===== src/rtl/sram_zbt_pkg.sv =====
package sram_zbt_pkg;

    localparam int LANES  = 2;
    localparam int LANE_W = 9;
    localparam int WORD_W = LANES * LANE_W;

    typedef logic [WORD_W-1:0] word_t;
    typedef logic [LANES-1:0]  lanes_t;

    typedef struct packed {
        logic   vld;
        logic   wr;
        lanes_t lane_we;
    } op_t;

    function automatic word_t lane_merge(input word_t old_w, input word_t new_w,
                                         input lanes_t take);
        word_t r;
        for (int i = 0; i < LANES; i++) begin
            r[i*LANE_W +: LANE_W] = take[i] ? new_w[i*LANE_W +: LANE_W]
                                            : old_w[i*LANE_W +: LANE_W];
        end
        return r;
    endfunction

endpackage


===== src/rtl/sram_cmd_pipe.sv =====
module sram_cmd_pipe
    import sram_zbt_pkg::*;
#(
    parameter int AW = 6
) (
    input  logic          clk,
    input  logic          rst,
    input  logic          cen_n,
    input  logic          cs0_n,
    input  logic          cs1,
    input  logic          cs2_n,
    input  logic          wr_n,
    input  lanes_t        lane_n,
    input  logic [AW-1:0] addr,
    output logic          s1_rd,
    output logic [AW-1:0] s1_addr,
    output op_t           s2_op,
    output logic [AW-1:0] s2_addr
);

    op_t           s1_q, s2_q;
    logic [AW-1:0] a1_q, a2_q;
    logic          sel;

    assign sel = !cs0_n && cs1 && !cs2_n;

    always_ff @(posedge clk) begin
        if (rst) begin
            s1_q <= '0;
            s2_q <= '0;
        end else if (!cen_n) begin
            s1_q.vld     <= sel;
            s1_q.wr      <= sel && !wr_n;
            s1_q.lane_we <= ~lane_n;
            s2_q         <= s1_q;
        end
    end

    always_ff @(posedge clk) begin
        if (!cen_n) begin
            a1_q <= addr;
            a2_q <= a1_q;
        end
    end

    assign s1_rd   = s1_q.vld && !s1_q.wr;
    assign s1_addr = a1_q;
    assign s2_op   = s2_q;
    assign s2_addr = a2_q;

    // a non-selecting enabled edge leaves nothing in the first stage
    p_deselect_r1: assert property (@(posedge clk) disable iff (rst)
        (!cen_n && !(!cs0_n && cs1 && !cs2_n)) |=> !s1_q.vld);

    // a read moves to the second stage on the next enabled edge
    p_read_advance_r2: assert property (@(posedge clk) disable iff (rst)
        (!cen_n && s1_rd) |=> (s2_q.vld && !s2_q.wr));

endmodule


===== src/rtl/sram_lane_array.sv =====
module sram_lane_array
    import sram_zbt_pkg::*;
#(
    parameter int AW = 6
) (
    input  logic          clk,
    input  logic          wr_en,
    input  lanes_t        wr_lane,
    input  logic [AW-1:0] wr_addr,
    input  word_t         wr_data,
    input  logic [AW-1:0] rd_addr,
    output word_t         rd_data
);

    localparam int DEPTH = 1 << AW;

    for (genvar g = 0; g < LANES; g++) begin : g_lane
        logic [LANE_W-1:0] mem [DEPTH];

        always_ff @(posedge clk) begin
            if (wr_en && wr_lane[g]) begin
                mem[wr_addr] <= wr_data[g*LANE_W +: LANE_W];
            end
        end

        assign rd_data[g*LANE_W +: LANE_W] = mem[rd_addr];
    end

endmodule


===== src/rtl/sram_read_path.sv =====
module sram_read_path
    import sram_zbt_pkg::*;
#(
    parameter int AW = 6
) (
    input  logic          clk,
    input  logic          rst,
    input  logic          adv,
    input  logic          s1_rd,
    input  logic [AW-1:0] s1_addr,
    input  op_t           s2_op,
    input  logic [AW-1:0] s2_addr,
    input  word_t         din,
    input  word_t         arr_data,
    output word_t         q,
    output logic          q_rd
);

    word_t rdbuf_q, q_q;
    logic  q_rd_q;
    logic  fwd;
    word_t rd_next;

    // write committing on this edge to the address being read: forward it
    assign fwd     = s2_op.vld && s2_op.wr && (s2_addr == s1_addr);
    assign rd_next = fwd ? lane_merge(arr_data, din, s2_op.lane_we) : arr_data;

    always_ff @(posedge clk) begin
        if (rst) begin
            rdbuf_q <= '0;
            q_q     <= '0;
            q_rd_q  <= 1'b0;
        end else if (adv) begin
            if (s1_rd) begin
                rdbuf_q <= rd_next;
            end
            q_q    <= rdbuf_q;
            q_rd_q <= s2_op.vld && !s2_op.wr;
        end
    end

    assign q    = q_q;
    assign q_rd = q_rd_q;

endmodule


===== src/rtl/sram_zbt_core.sv =====
module sram_zbt_core
    import sram_zbt_pkg::*;
#(
    parameter int AW = 6
) (
    input  logic          clk,
    input  logic          rst,
    input  logic          cen_n,
    input  logic          cs0_n,
    input  logic          cs1,
    input  logic          cs2_n,
    input  logic          wr_n,
    input  logic [1:0]    lane_n,
    input  logic [AW-1:0] addr,
    input  logic          oe_n,
    input  logic [17:0]   d,
    output logic [17:0]   q,
    output logic          q_drv
);

    logic          s1_rd;
    logic [AW-1:0] s1_addr, s2_addr;
    op_t           s2_op;
    word_t         arr_data;
    logic          wr_en;
    logic          q_rd;

    sram_cmd_pipe #(.AW(AW)) u_pipe (
        .clk    (clk),
        .rst    (rst),
        .cen_n  (cen_n),
        .cs0_n  (cs0_n),
        .cs1    (cs1),
        .cs2_n  (cs2_n),
        .wr_n   (wr_n),
        .lane_n (lane_n),
        .addr   (addr),
        .s1_rd  (s1_rd),
        .s1_addr(s1_addr),
        .s2_op  (s2_op),
        .s2_addr(s2_addr)
    );

    assign wr_en = !cen_n && s2_op.vld && s2_op.wr;

    sram_lane_array #(.AW(AW)) u_array (
        .clk    (clk),
        .wr_en  (wr_en),
        .wr_lane(s2_op.lane_we),
        .wr_addr(s2_addr),
        .wr_data(d),
        .rd_addr(s1_addr),
        .rd_data(arr_data)
    );

    sram_read_path #(.AW(AW)) u_rd (
        .clk     (clk),
        .rst     (rst),
        .adv     (!cen_n),
        .s1_rd   (s1_rd),
        .s1_addr (s1_addr),
        .s2_op   (s2_op),
        .s2_addr (s2_addr),
        .din     (d),
        .arr_data(arr_data),
        .q       (q),
        .q_rd    (q_rd)
    );

    assign q_drv = !oe_n && q_rd;

    // a stalled edge leaves the output stage untouched
    p_freeze_r8: assert property (@(posedge clk) disable iff (rst)
        cen_n |=> ($stable(q) && $stable(q_rd)));

    // no read in the last stage at an enabled edge -> no drive after it
    p_no_drive_r7: assert property (@(posedge clk) disable iff (rst)
        (!cen_n && !(s2_op.vld && !s2_op.wr)) |=> !q_drv);

endmodule


===== config.mk =====
export PLATFORM = sky130hd
export DESIGN_NAME = sram_zbt_core
export DESIGN_NICKNAME = d
export VERILOG_FILES = /design/src/rtl/sram_zbt_pkg.sv /design/src/rtl/sram_cmd_pipe.sv /design/src/rtl/sram_lane_array.sv /design/src/rtl/sram_read_path.sv /design/src/rtl/sram_zbt_core.sv
export SDC_FILE = /design/constraint.sdc
export NUM_CORES = 1
export LEC_CHECK = 0
export ABC_CLOCK_PERIOD_IN_PS = 3200
export BUFFER_PORTS_ARGS = -buffer_cell sky130_fd_sc_hd__buf_4
export CORE_MARGIN = 2
export CORE_UTILIZATION = 53
export CTS_CLUSTER_SIZE = 10
export DETAILED_ROUTE_END_ITERATION = 6
export GPL_ROUTABILITY_DRIVEN = 1
export GPL_TIMING_DRIVEN = 0
export PLACE_DENSITY = 0.66
export SYNTH_ARGS = -nofsm -noshare
export SYNTH_HDL_FRONTEND = slang
export SYNTH_SLANG_ARGS = --single-unit

===== constraint.sdc =====
create_clock -name clk -period 3.2 [get_ports clk]
set_clock_uncertainty 0.2 [all_clocks]
set_input_delay 0.32 -clock clk [delete_from_list [all_inputs] [get_ports clk]]
set_output_delay 0.32 -clock clk [all_outputs]
set_load 0.01 [all_outputs]

==> reports/qor.yml <==
logic_synthesis:
  synth-main-ff-cell: "edfxtp_1"
  netlist_instances: 2329
  synth_xor_area_frac: 0.00112
  yosys_warnings: 0
  async_flop_share: 0
  synth_mux_area_frac: 0.155
  avgSynthCellArea_um2: 20.2
  yosysSeqAreaShare: 0.763
  synth_nets: 2363
  synth_compound_area_frac: 0.0250
  synth_top_family_by_area: "multiplexers"
  synth_edf_count: 1164
  synth_cell_types: 50
  synthAdderAreaFrac: 0
  netlist_area_mm2: 0.0471
  ys_ff_latch: 1215
  synth-simple-area-share: 0.0372
cells_and_area:
  syn_to_final_growth_pct: 14.4
  nets: 2593
  final_cells: 3784
  diodes: 0
  fillers: 6060
  drive_gt1_frac: 0.264
  mostFrequentLayoutCells: "edfxtp_1, mux4_2, clkbuf_16"
  post-route-util: 0.611
  multi_input_area_mm2: 0.0108
  register_area_mm2: 0.0360
  final_common_cell: "edfxtp_1"
cts:
  htreeDepth: 4
  insertion_delay_ns: 0.75
  clk_pin_slew_ns: 0.06
  cts_inserted_buffers: 141
  cts_buffer_depth: 3
  cts_root_buf: "clkbuf_16"
  cts_tree: "yes"
  clock_sink_count: 1215
worst_setup_path:
  cp_data_required_time_ns: 3.36
  reg2reg_slack_ns: -0.22
  crit_path_start_kind: "flop"
  rr_endpoint: "u_array.g_lane[1].mem[54][2]"
  crit_fanout: 9
  crit_slowest_cell: "nor2_1"
  worst-path-buf-inv: 1
  crit_family: "simple AND/OR/NAND/NOR gates"
  cp-end-kind: "flop"
  r2r-start: "u_pipe.s2_addr[5]"
  slowest_delay_ns: 1.05
  r2r_cells: 4
  critical_path_depth: 4
  critical_path_class: "flop to flop"
  critical_path_arrival_ns: 3.58
  path_cells: "clkbuf_1, nor2b_1, nand2_1, nor2_1"
sta:
  rsz0062_at_grt: "yes"
  hold_viol_final: 0
  period_share: 1.07
  worst_slew_pin_slew_ns: 1.27
  fmax_mhz: 292
  setup_violations: 289
  setup_ws_ns: -0.225
  timing.final.max_slew_violations: 0
  whs_ns: 0.126
  max-slew-margin-rel: 0.150
  period_needed_ns: 3.42
die:
  io-pin-count: 53
  rows: 109
  dieArea_mm2: 0.0913
  coreArea_mm2: 0.0882
  die_h_um: 302
  die_w_um: 302
  start_util: 0.534
worst_hold_path:
  holdPathStages: 2
  worstHoldStart: "addr[1]"
  hold_end: "u_pipe.s1_addr[1]"
  worstHoldPathType: "primary input to flop"
drt:
  drtIter0Drc: 3737
  drc_errors: 0
  firstDrtPassIters: 7
  ant_nets: 0
  num_vias: 25200
  routedWlPerCell_um: 35.1
  wirelength_um: 133000
  via_per_inst: 6.66
placement:
  port-buffer-count: 50
  gp_congestion: 0.984
  placed_cells: 3544
  dpl.hpwl_um: 86800
pwr:
  ir_drop_uv: 569
  p_leak_nw: 17.1
  powerDensity_mw_per_mm2: 643
global_routing:
  grt_pass1_vias: 24700
  grt_start_max_net_pins: 66
  grt_pass1_wl_um: 185000
  antenna_found_initial: 1
  grt_overflow_total: 0
  grt_usage: 0.298
run:
  drv_cap: 0
run_status:
  status: "finished with violations"
  violations: "negative setup slack"
[repair_timing]
action | in CTS | in global routing
hold buffers | 31 | 0
buffers inserted | 0 | 6
resized for setup | 129 | 93
setup endpoints to repair | 619 | 776
hold endpoints to repair | 1067 | 0
pin swaps | 1 | 6
[power by group]
group | leakage [nW] | switching (W) | internal (W)
registers | 10.9 | 0.0000258 | 0.0174
clock network | 1.95 | 0.00610 | 0.00835
logic | 4.31 | 0.00179 | 0.000957
total | 17.1 | 0.00792 | 0.0268
[cell families after synthesis]
family | after synthesis
muxes | 404
DFF | 1215
buffers and inverters | 131
and+or+nand+nor | 399
AOI/OAI and AO/OA | 174
xor gates and xnor gates | 6
[worst reg2reg max path, delay by kind of cell, from the launching register on]
kind | cells | cell delay (ns)
simple gates | 3 | 2.11
buf+inv | 1 | 0.39
flops | 1 | 0.32
[through the flow]
stage | setup slack, ns | setup TNS, ns | instance area [um2] | total power [W]
3_3_place_gp | -1.07 | -69.79 | 49000 | 0.0204
4_1_cts | -0.138 | -4.14 | 53600 | 0.0347
3_5_place_dp | -1.05 | -91.22 | 49000 | 0.0204
2_1_floorplan | 0.832 | 0 | 47100 | 0.0192
6_report | -0.225 | -33.39 | 53900 | 0.0347
5_1_grt | -0.244 | -43.75 | 53900 | 0.0354
[sequential cells by signal, indices dropped and copies added, names as in the netlist, named ones only]
register,flops
u_rd.q,18
u_array.g_lane.mem,1152
u_rd.rdbuf_q,18
u_pipe.s2_op,4
u_pipe.s1_q,4
u_pipe.s1_addr,6
u_pipe.s2_addr,6
u_rd.q_rd,1
[worst max-delay path by stage]
| stage | from | to | slack (ns) |
|---|---|---|---|
| global placement | flop | u_rd.rdbuf_q[0] | -1.07 |
| finish | u_pipe.s2_addr[5] | u_array.g_lane[1].mem[54][2] | -0.22 |
| detailed placement | flop | u_rd.rdbuf_q[0] | -1.05 |
| CTS | u_pipe.s2_op[2] | u_array.g_lane[0].mem[43][1] | -0.14 |
| floorplan | u_pipe.s2_addr[1] | u_array.g_lane[0].mem[42][0] | 0.83 |
| global route | u_pipe.s2_op[2] | u_array.g_lane[0].mem[14][4] | -0.24 |
[final cells by class]
cell class | count | area share
Clock buffer | 187 | 0.0706
Tap cell | 1165 | 0.0270
Sequential cell | 1215 | 0.667
Clock inverter | 16 | 0.00376
Multi-Input combinational cell | 983 | 0.200
Inverter | 4 | 0.000279
Buffer | 127 | 0.0176
Timing Repair Buffer | 87 | 0.0136
[metal layers]
metal | track usage | vias up | wire, um
met1 | 0.410 | 13200 | 50000
met2 | 0.452 | 1708 | 61600
met4 | 0.129 | 4 | 5920
li1 | - | 10000 | -
met3 | 0.0807 | 338 | 15400
met5 | 0 | - | 40
[cells in the mapped netlist (5+ instances only)]
cell	number	area, um2
a22oi_1	45	338
and2_1	6	37.5
nand2_1	42	158
nand3_1	28	140
a21oi_1	23	115
nor2b_1	14	87.6
buf_12	6	120
dfxtp_1	51	1020
nand2b_1	9	56.3
nor2_1	238	893
clkbuf_1	59	221
mux4_1	10	263
nor3_1	29	145
buf_4	13	97.6
o221ai_1	6	52.6
mux4_2	246	5540
mux2_2	8	90.1
edfxtp_1	1164	35000
o22ai_1	31	194
buf_2	23	115
o21ai_0	24	120
buf_6	15	169
buf_8	8	120
mux2i_1	140	1400
a31oi_1	5	31.3
nor4_1	13	81.3
a211oi_1	13	97.6
Note: power is estimated with default switching activity, not from simulation.
